$ cat config.mk
export PLATFORM = sky130hd
export DESIGN_NAME = pulse_rearm_monitor
export DESIGN_NICKNAME = d
export VERILOG_FILES = /design/src/rtl/prm_pkg.sv /design/src/rtl/prm_pulse_qual.sv /design/src/rtl/prm_lock_timer.sv /design/src/rtl/prm_flag_reg.sv /design/src/rtl/pulse_rearm_monitor.sv
export SDC_FILE = /design/constraint.sdc
export NUM_CORES = 1
export LEC_CHECK = 0
export ABC_AREA = 0
export BUFFER_PORTS_ARGS = -buffer_cell sky130_fd_sc_hd__buf_2
export CAP_MARGIN = 10
export CORE_UTILIZATION = 30
export CTS_CLUSTER_SIZE = 14
export DETAILED_ROUTE_END_ITERATION = 6
export PLACE_DENSITY = 0.55
export REMOVE_ABC_BUFFERS = 1
export SETUP_SLACK_MARGIN = 0.05
export SLEW_MARGIN = 20
export SYNTH_ARGS = -nofsm -noshare
export SYNTH_HDL_FRONTEND = slang
export SYNTH_SLANG_ARGS = --single-unit
$ cat constraint.sdc
create_clock -name clk -period 1 [get_ports clk]
set_input_delay 0.05 -clock clk [delete_from_list [all_inputs] [get_ports clk]]
set_output_delay 0.05 -clock clk [all_outputs]
set_load 0.01 [all_outputs]
$ cat src/rtl/prm_pkg.sv
package prm_pkg;

    // Default lockout length in clock cycles after a trigger.
    localparam int unsigned LOCK_CYCLES_DEF = 10;

    // History used to tell a one-cycle pulse from a wider one.
    typedef struct packed {
        logic a_q;    // a_in sampled at the previous edge
        logic pend;   // rising edge seen at the previous edge
    } qual_state_t;

    // Why the window closes at the current edge (B has priority).
    typedef enum logic [1:0] {
        REL_NONE    = 2'd0,
        REL_BSEEN   = 2'd1,
        REL_TIMEOUT = 2'd2
    } rel_cause_t;

    // Output flag register pair.
    typedef struct packed {
        logic viol;
        logic err;
    } flag_state_t;

    // Counter width for a lockout of n cycles (counts 0..n-1).
    function automatic int unsigned cnt_bits(input int unsigned n);
        return (n <= 2) ? 1 : $clog2(n);
    endfunction

endpackage

$ cat src/rtl/prm_pulse_qual.sv
module prm_pulse_qual (
    input  logic clk,
    input  logic rst,
    input  logic a_in,
    output logic evt_o
);
    prm_pkg::qual_state_t st_q;

    always_ff @(posedge clk) begin
        if (rst) begin
            st_q <= '0;
        end else begin
            st_q.a_q  <= a_in;
            st_q.pend <= a_in & ~st_q.a_q;
        end
    end

    // Trigger completes when the single high sample is followed by low.
    assign evt_o = st_q.pend & ~a_in;

    // a trigger is always a high sample followed by a low one
    assert_evt_shape_R2: assert property (@(posedge clk) disable iff (rst)
        evt_o |-> (!a_in && $past(a_in)));

    // two consecutive high samples never produce a trigger next edge
    assert_long_ignored_R3: assert property (@(posedge clk) disable iff (rst)
        (a_in && st_q.a_q) |=> !evt_o);

endmodule

$ cat src/rtl/prm_lock_timer.sv
module prm_lock_timer #(
    parameter int unsigned LOCK_CYCLES = prm_pkg::LOCK_CYCLES_DEF
) (
    input  logic clk,
    input  logic rst,
    input  logic evt_i,
    input  logic b_in,
    output logic win_o,
    output logic viol_c_o
);
    localparam int unsigned CW = prm_pkg::cnt_bits(LOCK_CYCLES);
    localparam logic [CW-1:0] LAST = CW'(LOCK_CYCLES - 1);

    logic               open_q;
    logic [CW-1:0]      cnt_q;
    logic               timeout;
    logic               release_c;
    prm_pkg::rel_cause_t cause;

    always_comb begin
        timeout = open_q && (cnt_q == LAST);
        if (open_q && b_in)
            cause = prm_pkg::REL_BSEEN;
        else if (timeout)
            cause = prm_pkg::REL_TIMEOUT;
        else
            cause = prm_pkg::REL_NONE;
        release_c = (cause != prm_pkg::REL_NONE);
        // Release is applied before judging a coinciding trigger.
        viol_c_o  = evt_i && open_q && !release_c;
    end

    always_ff @(posedge clk) begin
        if (rst) begin
            open_q <= 1'b0;
            cnt_q  <= '0;
        end else if (evt_i) begin
            open_q <= 1'b1;
            cnt_q  <= '0;
        end else if (release_c) begin
            open_q <= 1'b0;
            cnt_q  <= '0;
        end else if (open_q) begin
            cnt_q  <= cnt_q + 1'b1;
        end
    end

    assign win_o = open_q;

    // B sighting closes an open window
    assert_brelease_R4: assert property (@(posedge clk) disable iff (rst)
        (open_q && b_in && !evt_i) |=> !open_q);

    // counter never passes the last lockout cycle
    assert_cnt_bound_R5: assert property (@(posedge clk) disable iff (rst)
        open_q |-> (cnt_q <= LAST));

    // last lockout cycle without a trigger closes the window
    assert_timeout_R5: assert property (@(posedge clk) disable iff (rst)
        (open_q && cnt_q == LAST && !evt_i) |=> !open_q);

    // every trigger leaves the window open with a fresh count
    assert_restart_R8: assert property (@(posedge clk) disable iff (rst)
        evt_i |=> (open_q && cnt_q == '0));

    // B together with timeout closes once and leaves the count cleared
    assert_single_close_R10: assert property (@(posedge clk) disable iff (rst)
        (open_q && b_in && cnt_q == LAST && !evt_i) |=> (!open_q && cnt_q == '0));

endmodule

$ cat src/rtl/prm_flag_reg.sv
module prm_flag_reg (
    input  logic clk,
    input  logic rst,
    input  logic viol_c,
    output logic viol_o,
    output logic err_o
);
    prm_pkg::flag_state_t fl_q;

    always_ff @(posedge clk) begin
        if (rst) begin
            fl_q <= '0;
        end else begin
            fl_q.viol <= viol_c;
            fl_q.err  <= fl_q.err | viol_c;
        end
    end

    assign viol_o = fl_q.viol;
    assign err_o  = fl_q.err;

    // violation flag is a single-cycle pulse
    assert_one_cycle_R6: assert property (@(posedge clk) disable iff (rst)
        viol_o |=> !viol_o);

    // error bit never falls outside reset
    assert_sticky_R7: assert property (@(posedge clk) disable iff (rst)
        err_o |=> err_o);

    // a violation pulse always comes with the error bit
    assert_err_with_viol_R7: assert property (@(posedge clk) disable iff (rst)
        viol_o |-> err_o);

endmodule

$ cat src/rtl/pulse_rearm_monitor.sv
module pulse_rearm_monitor #(
    parameter int unsigned LOCK_CYCLES = prm_pkg::LOCK_CYCLES_DEF
) (
    input  logic clk,
    input  logic rst,
    input  logic a_in,
    input  logic b_in,
    output logic viol_o,
    output logic err_o,
    output logic win_o
);
    logic evt;
    logic viol_c;

    prm_pulse_qual u_qual (
        .clk   (clk),
        .rst   (rst),
        .a_in  (a_in),
        .evt_o (evt)
    );

    prm_lock_timer #(
        .LOCK_CYCLES (LOCK_CYCLES)
    ) u_timer (
        .clk      (clk),
        .rst      (rst),
        .evt_i    (evt),
        .b_in     (b_in),
        .win_o    (win_o),
        .viol_c_o (viol_c)
    );

    prm_flag_reg u_flags (
        .clk    (clk),
        .rst    (rst),
        .viol_c (viol_c),
        .viol_o (viol_o),
        .err_o  (err_o)
    );

    // a violation is only reported while a window was open
    assert_viol_needs_win_R6: assert property (@(posedge clk) disable iff (rst)
        $rose(viol_o) |-> $past(win_o));

endmodule

* Word-level counts from Yosys, hierarchy flattened
Cells that the tools add are included.
Widths: inputs -> output; s select.
** Word-level totals
- Bits in registers :: 9
- Bits in latches :: 0
- RAM bits :: 0
- Memory bits (read-only) :: 0
- Memories :: 0
** Cells by class
- $add $sub $neg :: 1
- Multiply operators :: 0
- Divide/modulo/power cells :: 0
- Order comparisons :: 0
- Equality and inequality tests :: 1
- Shift-type cells :: 0
- Multiplexer cells :: 4
- Bitwise gates (word level) :: 5
- Reduce and logical (&&, ||, !) cells :: 8
** Operators by type and width (count)
- $add 4x1->4 const B :: 1
- $eq 4x4->1 const B :: 1
- $logic_and 1x1->1 :: 4
- $mux 2 :: 2
- $reduce_bool 2->1 :: 2
- $reduce_or 3->1 :: 1
- $and 1x1->1 :: 2
- $mux 1 :: 2
- $not 1->1 :: 2
- $logic_not 1->1 :: 1
- $or 1x1->1 :: 1

* Depth between registers and ports, before layout
Gate-level depths: netlist (run 1).
- Depth in word-level cells :: 8
- Depth in mapped cells :: 5
- Depth with buffers taken out :: 5

* By module
From an unflattened synthesis (run 1), not the netlist that was laid out.
** Unflattened totals
- Cell total of the unflattened synthesis :: 36
- Area, all modules :: 389.1 µm²
** By module, submodules not included
- prm_lock_timer :: instances 1, cells an instance 27, area each 267.8 µm², sequential area each 100.1 µm²
- prm_pulse_qual :: instances 1, cells an instance 5, area each 65.1 µm², sequential area each 40.0 µm²
- prm_flag_reg :: instances 1, cells an instance 4, area each 56.3 µm², sequential area each 40.0 µm²

* Worst setup path before layout (run 1)
No wires, ideal clock.
- Kind :: register to register
- Start point :: register u_timer.cnt_q[1]
- End point :: register u_flags.fl_q, in the netlist u_flags.err_o
- Arrival :: 0.984 ns
- Path slack :: -0.068 ns
- Stages on the path, launching flop included :: 6
- Clock period less this slack :: 1.068 ns
- Cell sequence :: dfxtp_1 inv_1 ha_1 nand3b_1 nand3b_1 o31ai_2
** Between the ends
- Cells in the longest elaborated chain, start to end :: 8
** Ends and longest elaborated chain
- from (decl) :: line prm_lock_timer.sv:15 : logic [CW-1:0] cnt_q;
- from (signal assigned) :: line prm_lock_timer.sv:44 : cnt_q <= cnt_q + 1'b1;
- $eq 4x4->1 :: line prm_lock_timer.sv:21 : timeout = open_q && (cnt_q == LAST);
- $logic_and 1x1->1 :: line prm_lock_timer.sv:21
- $mux 2 :: line prm_lock_timer.sv:24 : else if (timeout)
- $mux 2 :: line prm_lock_timer.sv:22 : if (open_q && b_in)
- $reduce_bool 2->1 :: line prm_lock_timer.sv:28 : release_c = (cause != prm_pkg::REL_NONE);
- $logic_not 1->1 :: line prm_lock_timer.sv:30 : viol_c_o = evt_i && open_q && !release_c;
- $logic_and 1x1->1 :: line prm_lock_timer.sv:30
- $or 1x1->1 :: line prm_flag_reg.sv:15 : fl_q.err <= fl_q.err | viol_c;
- to (decl) :: line prm_flag_reg.sv:8 : prm_pkg::flag_state_t fl_q;
Every way passes these cells.
A chain may end at the register's enable or synchronous reset.

* Final worst setup path (run 1)
Ends and elaborated chain as after synthesis.

==> metrics.md, run 1 <==
| Metric | Value |
|---|---|
| Status | `finished, violations left` |
| Failing checks | `setup timing` |
| CTS sink cnt | `9` |
| Met2 Routed Length | `387 µm` |
| TritonCTS Buffers | `3` |
| Worst path most repeated cell | `nand3b_1` |
| Synth cell types | `18` |
| Vias | `340` |
| RePlAce Congestion | `0.794` |
| RR Endpoint | `u_flags.err_o` |
| Die height | `38.2 µm` |
| Core Region | `0.00116 mm²` |
| Rows | `12` |
| WL met1 | `322 µm` |
| Worst Hold Slack | `34.7 ps` |
| Crit start category | `flip-flop` |
| Detailed Place HPWL | `490 µm` |
| Post-Synthesis Cells | `40` |
| Worst slew pin tran | `197 ps` |
| Grt total ovfl | `0` |
| Relative slew slack | `86.9%` |
| CP peak stage delay | `340 ps` |
| Max-Cap Viols | `0` |
| Final period util | `105%` |
| Initial antenna violation count | `0` |
| Die area | `0.00146 mm²` |
| Max Root-Sink Buffers | `2` |
| Number of diodes | `0` |
| Largest net degree at the start of global routing | `7` |
| H-tree depth | `1` |
| Skew-Pair Late Insertion Delay | `250 ps` |
| Clk_skew | `2.81 ps` |
| Syn_area_per_cell | `9.82 µm²` |
| Total Routed Length | `744 µm` |
| First-pass GRT wire length | `1.23 mm` |
| RSZ-0062 raised after global routing | `true` |
| Worst EP arrival | `1220 ps` |
| Final #Nets | `63` |
| #FFs+latches synth | `9` |
| Post-route ant nets | `0` |
| Post-synthesis to final-layout area growth | `41.7%` |
| Total power | `0.685 mW` |
| Commonest cells after routing, fill and taps aside | `buf_4, dfxtp_1, a21oi_1, buf_2` |
| HP Class | `primary input to flip-flop` |
| Hold Crit Endpoint | `u_timer.win_o` |
| Top-area cell type share of the netlist area | `45.9%` |
| Avg WL per Cell | `10.6 µm` |
| Setup tns final | `-141 ps` |
| Vias per cell | `4.86` |
| Min Tclk post-route | `1050 ps` |
| Max-slew violations | `0` |
| VDD IR-drop max | `0.700 mV` |
| Gr usage total | `13.1%` |
| Number of remaining DRC errors | `0` |
| FMAX | `951 MHz` |
| Worst-path cell chain | `inv_2 -> ha_4 -> nand3b_1 -> nand3b_1 -> o31ai_2` |
| CTS tree | `built` |
| I/O pin count | `7` |
| Final hold vios | `0` |
| RR Startpoint | `u_timer.cnt_q[1]` |
| First-pass detailed-route iteration total | `4` |
| PortBufs | `6` |
| DRT iter0 DRCs | `4` |
| CP max FO | `3` |
| Final setup violation count | `5` |
| Hold Startpoint | `rst` |
| Reg2reg setup slack | `-50 ps` |
| Hold path depth | `2` |
| PnR worst setup slack | `-51.9 ps` |
| Worst EP required | `1170 ps` |
| Post-Place Worst Slack | `-131 ps` |
| Finished Core Util | `48.2%` |
| Worst-path clk slew | `60 ps` |
| Starting density of the core | `34.0%` |
| Reg2reg path depth | `5` |
| Type of the worst setup path | `flip-flop to flip-flop` |
| Leakage | `0.214 nW` |
| Share of cells above drive strength 1 | `46.4%` |
| Syn. warnings | `0` |
| Area of the mapped netlist | `393 µm²` |
| Vias in the first global route | `312` |
| Biggest area consumer among synthesized cells | `dfxtp_1` |
| Chip width | `38.2 µm` |
| Max stage delay cell, worst path | `dfxtp_2` |
| Met3 WL | `25 µm` |
| Largest cells by area after synthesis | `dfxtp_1, nand3b_1, a21oi_1, ha_1, nand2b_1` |
| Uppermost layer routed | `met4` |
| PD cells | `1230 mW/mm²` |
| Critical Path Sink Type | `flip-flop` |
| CTS Hold Bufs | `0` |
| Root buffer cell | `clkbuf_4` |
| Sequential fraction of the synthesis area | `45.9%` |
final cells by class:
class,count,area (µm²)
Fill cell,104,599
Sequential cell,9,189
Inverter,1,3.75
Clock buffer,4,26.3
Multi-Input combinational cell,29,228
Timing Repair Buffer,13,92.6
Tap cell,14,17.5
worst max-delay path by stage:
stage / startpoint / endpoint / slack [ps] / depth (start not counted)
2_1_floorplan: u_timer.cnt_q[1] / u_flags.err_o / -70 / 5
3_3_place_gp: u_timer.cnt_q[1] / u_flags.err_o / -110 / 5
3_5_place_dp: u_timer.cnt_q[1] / u_flags.err_o / -130 / 5
4_1_cts: u_timer.cnt_q[1] / u_flags.viol_o / -60 / 5
5_1_grt: u_timer.cnt_q[1] / u_flags.err_o / -110 / 5
6_report: u_timer.cnt_q[1] / u_flags.err_o / -50 / 5
cell families after synthesis:
kind of cell | Yosys count | synth area share, %
and+or+nand+nor | 16 | 25.5
AOI/OAI and AO/OA | 11 | 18.5
DFF | 9 | 45.9
buffers and inverters | 2 | 3.82
adders and majority gates | 2 | 6.37
critical path: cells and delay by family (launching register included):
kind                       cells  cell delay [ps]
DFF                            1              340
and+or+nand+nor                2              250
AOI/OAI and AO/OA              1              190
adders and majority gates      1              150
buffers and inverters          1               50
synthesized netlist by cell type:
| cell | number |
|---|---|
| dfxtp_1 | 9 |
| a21oi_1 | 5 |
| nand2b_1 | 4 |
| nand3b_1 | 4 |
| nand2_1 | 3 |
| ha_1 | 2 |
| nor2b_1 | 2 |
| a211o_1 | 1 |
| a21boi_0 | 1 |
| a21oi_2 | 1 |
| and4b_1 | 1 |
| buf_6 | 1 |
| inv_1 | 1 |
| nand2_2 | 1 |
| nor3_1 | 1 |
| o21ai_0 | 1 |
| o21ai_1 | 1 |
| o31ai_2 | 1 |
metal layers:
metal	GRT usage [%]	vias up
li1	-	172
met1	13.0	156
met2	22.5	10
met3	1.74	2
met4	13.4	0
met5	0	-
registers in the layout (all words and copies together) (netlist names):
signal	cells
u_qual.st_q	2
u_timer.win_o	1
u_flags.err_o	1
u_timer.cnt_q	4
u_flags.viol_o	1
through the flow:
stage / instance area (µm²) / instances
floorplan: 382 / 39
detailed placement: 467 / 64
finish: 557 / 70
global route: 557 / 70
CTS: 547 / 70
global placement: 467 / 64
where the power goes:
| part | internal (mW) | leakage, nW | switching (mW) |
|---|---|---|---|
| registers | 0.363 | 0.0752 | 0.00717 |
| clock network | 0.153 | 0.0150 | 0.116 |
| logic | 0.0242 | 0.124 | 0.0215 |
| total | 0.540 | 0.214 | 0.145 |
what timing repair did:
action,CTS,global route
gates resized for setup,11,2
endpoints found under the setup margin,8,8
setup buffers,2,0
pin swaps,4,1
Note: power is estimated with default switching activity, not from simulation.
==> inputs of run 2 (changes only) <==
PLACE_DENSITY = not set   (was 0.55)
==> metrics.md, run 2 (synthesis gave the netlist of run 1 again) <==
| Metric | Value |
|---|---|
| Status | `finished, violations left` |
| Failing checks | `setup timing` |
| Number of diodes | `0 (unchanged)` |
| Core Region | `0.00116 mm² (unchanged)` |
| Worst-path clk slew | `60 ps (about the same)` |
| Relative slew slack | `87.6% (+0.75 points)` |
| Share of cells above drive strength 1 | `50.0% (+3.6 points)` |
| PortBufs | `6 (unchanged)` |
| Commonest cells after routing, fill and taps aside | `buf_2, buf_4, dfxtp_1` |
| Chip width | `38.2 µm (unchanged)` |
| RSZ-0062 raised after global routing | `true` |
| RePlAce Congestion | `0.635 (-20%)` |
| I/O pin count | `7 (unchanged)` |
| DP Area | `459 µm² (-1.6%)` |
| CP max FO | `4 (+1)` |
| Clk_skew | `2.57 ps (-0.245 ps)` |
| CTS sink cnt | `9 (unchanged)` |
| Max-Cap Viols | `0 (unchanged)` |
| Vias | `323 (-5.0%)` |
| DRT iter0 DRCs | `6 (+2)` |
| Crit start category | `flip-flop` |
| Reg2reg setup slack | `-70 ps (-20 ps)` |
| Critical Path Sink Type | `flip-flop` |
| Rows | `12 (unchanged)` |
| Grt total ovfl | `0 (unchanged)` |
| Total Routed Length | `807 µm (+8.5%)` |
| Die height | `38.2 µm (unchanged)` |
| Initial antenna violation count | `0 (unchanged)` |
| Worst slew pin tran | `185 ps (-11.7 ps)` |
| Final hold vios | `0 (unchanged)` |
| Most flops, register | `u_timer.cnt_q` |
| Max FFs per register | `4 (unchanged)` |
| Final setup violation count | `6 (+1)` |
| VDD IR-drop max | `0.805 mV (+15%)` |
| Max Root-Sink Buffers | `2 (unchanged)` |
| Final instance area | `557 µm² (unchanged)` |
| Final #Nets | `63 (unchanged)` |
| Largest net degree at the start of global routing | `7 (unchanged)` |
| Detailed Place HPWL | `483 µm (-1.3%)` |
| Worst EP arrival | `1240 ps (+20 ps)` |
| Starting density of the core | `34.0% (unchanged)` |
| Number of remaining DRC errors | `0 (unchanged)` |
| Skew-Pair Late Insertion Delay | `250 ps (about the same)` |
| Type of the worst setup path | `flip-flop to flip-flop` |
| Post-route ant nets | `0 (unchanged)` |
| PnR worst setup slack | `-69.0 ps (-17.1 ps)` |
| Worst EP required | `1170 ps (about the same)` |
| Final period util | `107% (+1.7 points)` |
| Die area | `0.00146 mm² (unchanged)` |
| PD cells | `1220 mW/mm² (-1.1%)` |
| First-pass GRT wire length | `1.27 mm (+3.3%)` |
| First-pass detailed-route iteration total | `2 (-2)` |
| Min Tclk post-route | `1070 ps (+17.1 ps)` |
| TritonCTS Buffers | `3 (unchanged)` |
| Gr usage total | `12.6% (-0.51 points)` |
| FMAX | `935 MHz (-1.6%)` |
| Cells after DPL | `63 (-1.6%)` |
| Root buffer cell | `clkbuf_4` |
| HP Class | `primary input to flip-flop` |
| Final Non-Filler Cells | `70 (unchanged)` |
| Leakage | `0.214 nW (-0.14%)` |
| Max-slew violations | `0 (unchanged)` |
| Post-Place Worst Slack | `-163 ps (-31.9 ps)` |
| CTS tree | `built` |
| Total power | `0.678 mW (-1.1%)` |
| H-tree depth | `1 (unchanged)` |
| Biggest regs | `u_timer.cnt_q: 4 flops, u_qual.st_q: 2 flops` |
| Avg WL per Cell | `11.5 µm (+8.5%)` |
| CTS Hold Bufs | `0 (unchanged)` |
| Setup tns final | `-262 ps (-121 ps)` |
| Post-synthesis to final-layout area growth | `41.7% (unchanged)` |
| Vias per cell | `4.61 (-5.0%)` |
| Vias in the first global route | `313 (+0.32%)` |
-- run 2: cell counts in the layout (fill, tap and decap cells not counted) --
Identical to the previous run, type by type.
-- run 2: path summary, 6_finish.rpt --
check / startpoint / end / depth (start not counted)
worst max-delay path: u_timer.cnt_q[1] / u_flags.err_o / 5
worst min-delay path: rst / u_timer.win_o / 2
worst max register to register: u_timer.cnt_q[1] / u_flags.err_o / 5
worst min register to register: u_qual.st_q[1] / u_qual.st_q[0] / 1
-- run 2: cell type report --
class	count	area (µm²)
fillers	117	599
flip-flops and latches	9	189
repair buffers	13	86.3
multi-input cells	29	234
clock buffers	4	26.3
well taps	14	17.5
inverters	1	3.75
-- run 2: power by group --
| group | total, mW | leakage [nW] | switching (mW) | internal (mW) |
|---|---|---|---|---|
| registers | 0.369 | 0.0752 | 0.00725 | 0.362 |
| logic | 0.0430 | 0.124 | 0.0217 | 0.0212 |
| clock network | 0.265 | 0.0150 | 0.112 | 0.153 |
| total | 0.678 | 0.214 | 0.141 | 0.536 |
-- run 2: what timing repair did --
action                                  4_1_cts  5_1_grt
endpoints found under the setup margin        7        8
pin swaps                                     4        5
setup buffers                                 2        1
resized for setup                             7        8
-- run 2: per-stage QoR --
step           utilization [%]  hold WS, ps
6_report                  48.2         44.9
5_1_grt                   48.2         55.7
4_1_cts                   45.2         22.4
3_5_place_dp              39.7          294
3_3_place_gp              39.7          299
2_1_floorplan                -          119
-- run 2: metal layers --
metal	up-vias	part of all wire (%)	track usage (%)
li1	171	-	-
met1	148	46	15.5
met2	4	52	21.6
met3	0	2.4	1.74
met4	0	0	5.36
met5	-	0	0
-- run 2: critical path: stages, from the launching register on --
cell and delay, ps:
dfxtp_4 360, inv_2 40, ha_4 150, nand3b_1 100, nand3b_1 150, o31ai_2 190
==> inputs of run 3 (changes only) <==
CORE_AREA = 2 2 39 41   (was not set)
CORE_UTILIZATION = not set   (was 30)
DIE_AREA = 0 0 41 43   (was not set)
PLACE_DENSITY = 0.48   (was not set)
==> metrics.md, run 3 (synthesis gave the netlist of run 1 again) <==
| Metric | Value |
|---|---|
| First-pass GRT wire length | `1.26 mm (-1.1%)` |
| RR Endpoint | `u_timer.cnt_q[2]` |
| Switch share | `20.9% (+0.053 points)` |
| Psw | `0.142 mW (+0.64%)` |
| Worst EP required | `1190 ps (+20 ps)` |
| Leakage | `0.204 nW (-4.6%)` |
| Initial antenna violation count | `0 (unchanged)` |
| Grt total ovfl | `0 (unchanged)` |
| Part of the power in registers | `54.5% (about the same)` |
| Finished Core Util | `37.4% (-11 points)` |
| Hold path depth | `2 (unchanged)` |
| Post-route ant nets | `0 (unchanged)` |
| PnR worst setup slack | `-61.4 ps (+7.60 ps)` |
| Final setup violation count | `5 (-1)` |
| Crit start category | `flip-flop` |
| Max-Cap Viols | `0 (unchanged)` |
| I/O pin count | `7 (unchanged)` |
| Die height | `43 µm (+13%)` |
| VDD IR-drop max | `0.522 mV (-35%)` |
| Total power | `0.680 mW (+0.39%)` |
| Status | `finished, violations left` |
| Worst slew pin tran | `194 ps (+8.32 ps)` |
| Min Tclk post-route | `1060 ps (-7.60 ps)` |
| Combinational power share | `6.0% (-0.3 points)` |
| Final hold vios | `0 (unchanged)` |
| Avg WL per Cell | `10.4 µm (-10%)` |
| H-tree depth | `1 (unchanged)` |
| Fill count | `147 (+26%)` |
| Critical Path Sink Type | `flip-flop` |
| Hold Startpoint | `rst` |
| Starting density of the core | `28.4% (-5.6 points)` |
| Largest net degree at the start of global routing | `7 (unchanged)` |
| Worst-path clk slew | `60 ps (about the same)` |
| Skew-Pair Late Insertion Delay | `250 ps (about the same)` |
| HP Class | `primary input to flip-flop` |
| Number of remaining DRC errors | `0 (unchanged)` |
| RR Startpoint | `u_timer.cnt_q[1]` |
| Clk_skew | `5.08 ps (+2.52 ps)` |
| DP Area | `447 µm² (-2.7%)` |
| Core Region | `0.00138 mm² (+20%)` |
| PD cells | `1310 mW/mm² (+7.9%)` |
| Final #Nets | `61 (-3.2%)` |
| Vias in the first global route | `310 (-0.96%)` |
| Number of diodes | `0 (unchanged)` |
| CTS Hold Bufs | `0 (unchanged)` |
| RSZ-0062 raised after global routing | `true` |
| DRT iter0 DRCs | `9 (+3)` |
| Hold Crit Endpoint | `u_timer.win_o` |
| Relative slew slack | `87.1% (-0.56 points)` |
| Commonest cells after routing, fill and taps aside | `buf_2, dfxtp_1, buf_4` |
| Final instance area | `518 µm² (-7.0%)` |
| Reg2reg path depth | `5 (unchanged)` |
| Reg2reg setup slack | `-60 ps (about the same)` |
| Total internal power | `0.538 mW (+0.32%)` |
| Total Routed Length | `726 µm (-10%)` |
| RePlAce Congestion | `0.604 (-4.8%)` |
| Max Root-Sink Buffers | `2 (unchanged)` |
| Rows | `14 (+2)` |
| FMAX | `942 MHz (+0.72%)` |
| Post-synthesis to final-layout area growth | `31.8%` |
| Root buffer cell | `clkbuf_4` |
| Worst EP arrival | `1250 ps (about the same)` |
| Type of the worst setup path | `flip-flop to flip-flop` |
| Max FFs per register | `4 (unchanged)` |
| Biggest regs | `u_timer.cnt_q: 4 flops, u_qual.st_q: 2 flops` |
| Max-slew violations | `0 (unchanged)` |
| CTS tree | `built` |
| PortBufs | `6 (unchanged)` |
| TritonCTS Buffers | `3 (unchanged)` |
| Gr usage total | `10.5% (-2.1 points)` |
| Vias per cell | `4.43 (-4.0%)` |
| CP max FO | `3 (-1)` |
| Failing checks | `setup timing` |
| Most flops, register | `u_timer.cnt_q` |
| First-pass detailed-route iteration total | `3 (+1)` |
| Die area | `0.00176 mm² (+21%)` |
| CTS sink cnt | `9 (unchanged)` |
| Vias | `310 (-4.0%)` |
| Clock group share of total power | `39.6% (+0.5 points)` |
| Final period util | `106% (-0.76 points)` |
| Share of cells above drive strength 1 | `42.6% (-7.4 points)` |
| Chip width | `41 µm (+7.4%)` |
-- run 3: cell types whose count changed in the layout (fill, tap and decap cells not counted) --
cell / previous run / this run
nor3_1: 0 / 1
buf_6: 1 / 0
buf_4: 6 / 5
ha_4: 2 / 1
dfxtp_2: 1 / 2
nand2_2: 2 / 1
a21boi_0: 0 / 1
nor3_2: 1 / 0
ha_1: 0 / 1
nand2_1: 2 / 3
a21boi_1: 1 / 0
dfxtp_4: 2 / 1
-- run 3: routing by layer --
layer / track usage (%) / vias up / wire, µm
met5: 0 / - / 0
met2: 15.3 / 6 / 367
met4: 4.00 / 0 / 0
met3: 3.14 / 0 / 29
met1: 14.0 / 138 / 329
li1: - / 166 / -
-- run 3: power by group through the flow --
stage          sequential (mW)  clock (mW)  combinational [mW]
3_3_place_gp             0.379           0              0.0356
4_1_cts                  0.370       0.284              0.0396
6_report                 0.371       0.269              0.0406
2_1_floorplan            0.380           0              0.0178
5_1_grt                  0.372       0.312              0.0451
3_5_place_dp             0.380           0              0.0349
-- run 3: critical path, stage by stage, from the launching register on --
cell and delay (ps):
dfxtp_2 330, buf_4 110, ha_1 150, nand2_2 60, a211o_1 240, a21oi_2 110
-- run 3: how the worst max path moves through the flow --
stage,from,end,slack [ps],cells past startpoint
CTS,u_timer.cnt_q[1],u_flags.err_o,-120,5
detailed placement,u_timer.cnt_q[1],u_flags.err_o,-160,5
global route,u_timer.cnt_q[1],u_flags.err_o,-130,5
finish,u_timer.cnt_q[1],u_timer.cnt_q[2],-60,5
floorplan,u_timer.cnt_q[1],u_flags.err_o,-70,5
global placement,u_timer.cnt_q[1],u_flags.err_o,-170,5
-- run 3: timing repair --
action                     in CTS  in global routing
gates cloned                    0                  0
pin swaps                       6                  1
resized for setup               6                  2
buffers inserted                3                  0
setup endpoints to repair       7                  8
-- run 3: layout make-up --
type | instances | area (µm²) | share of cell area [%]
flip-flops and latches | 9 | 186 | 36.0
multi-input cells | 29 | 214 | 41.3
clock buffers | 4 | 26.3 | 5.07
repair buffers | 11 | 67.6 | 13.0
well taps | 16 | 20.0 | 3.86
inverters | 1 | 3.75 | 0.725
-- run 3: per-stage QoR --
step / hold slack [ps] / instances / setup slack, ps / setup TNS (ps)
after floorplan: 119 / 39 / -72.8 / -169
after global placement: 295 / 63 / -166 / -793
after detailed placement: 299 / 63 / -161 / -843
after CTS: 25.3 / 70 / -119 / -290
after global routing: 23.9 / 70 / -128 / -696
final: 26.0 / 70 / -61.4 / -197
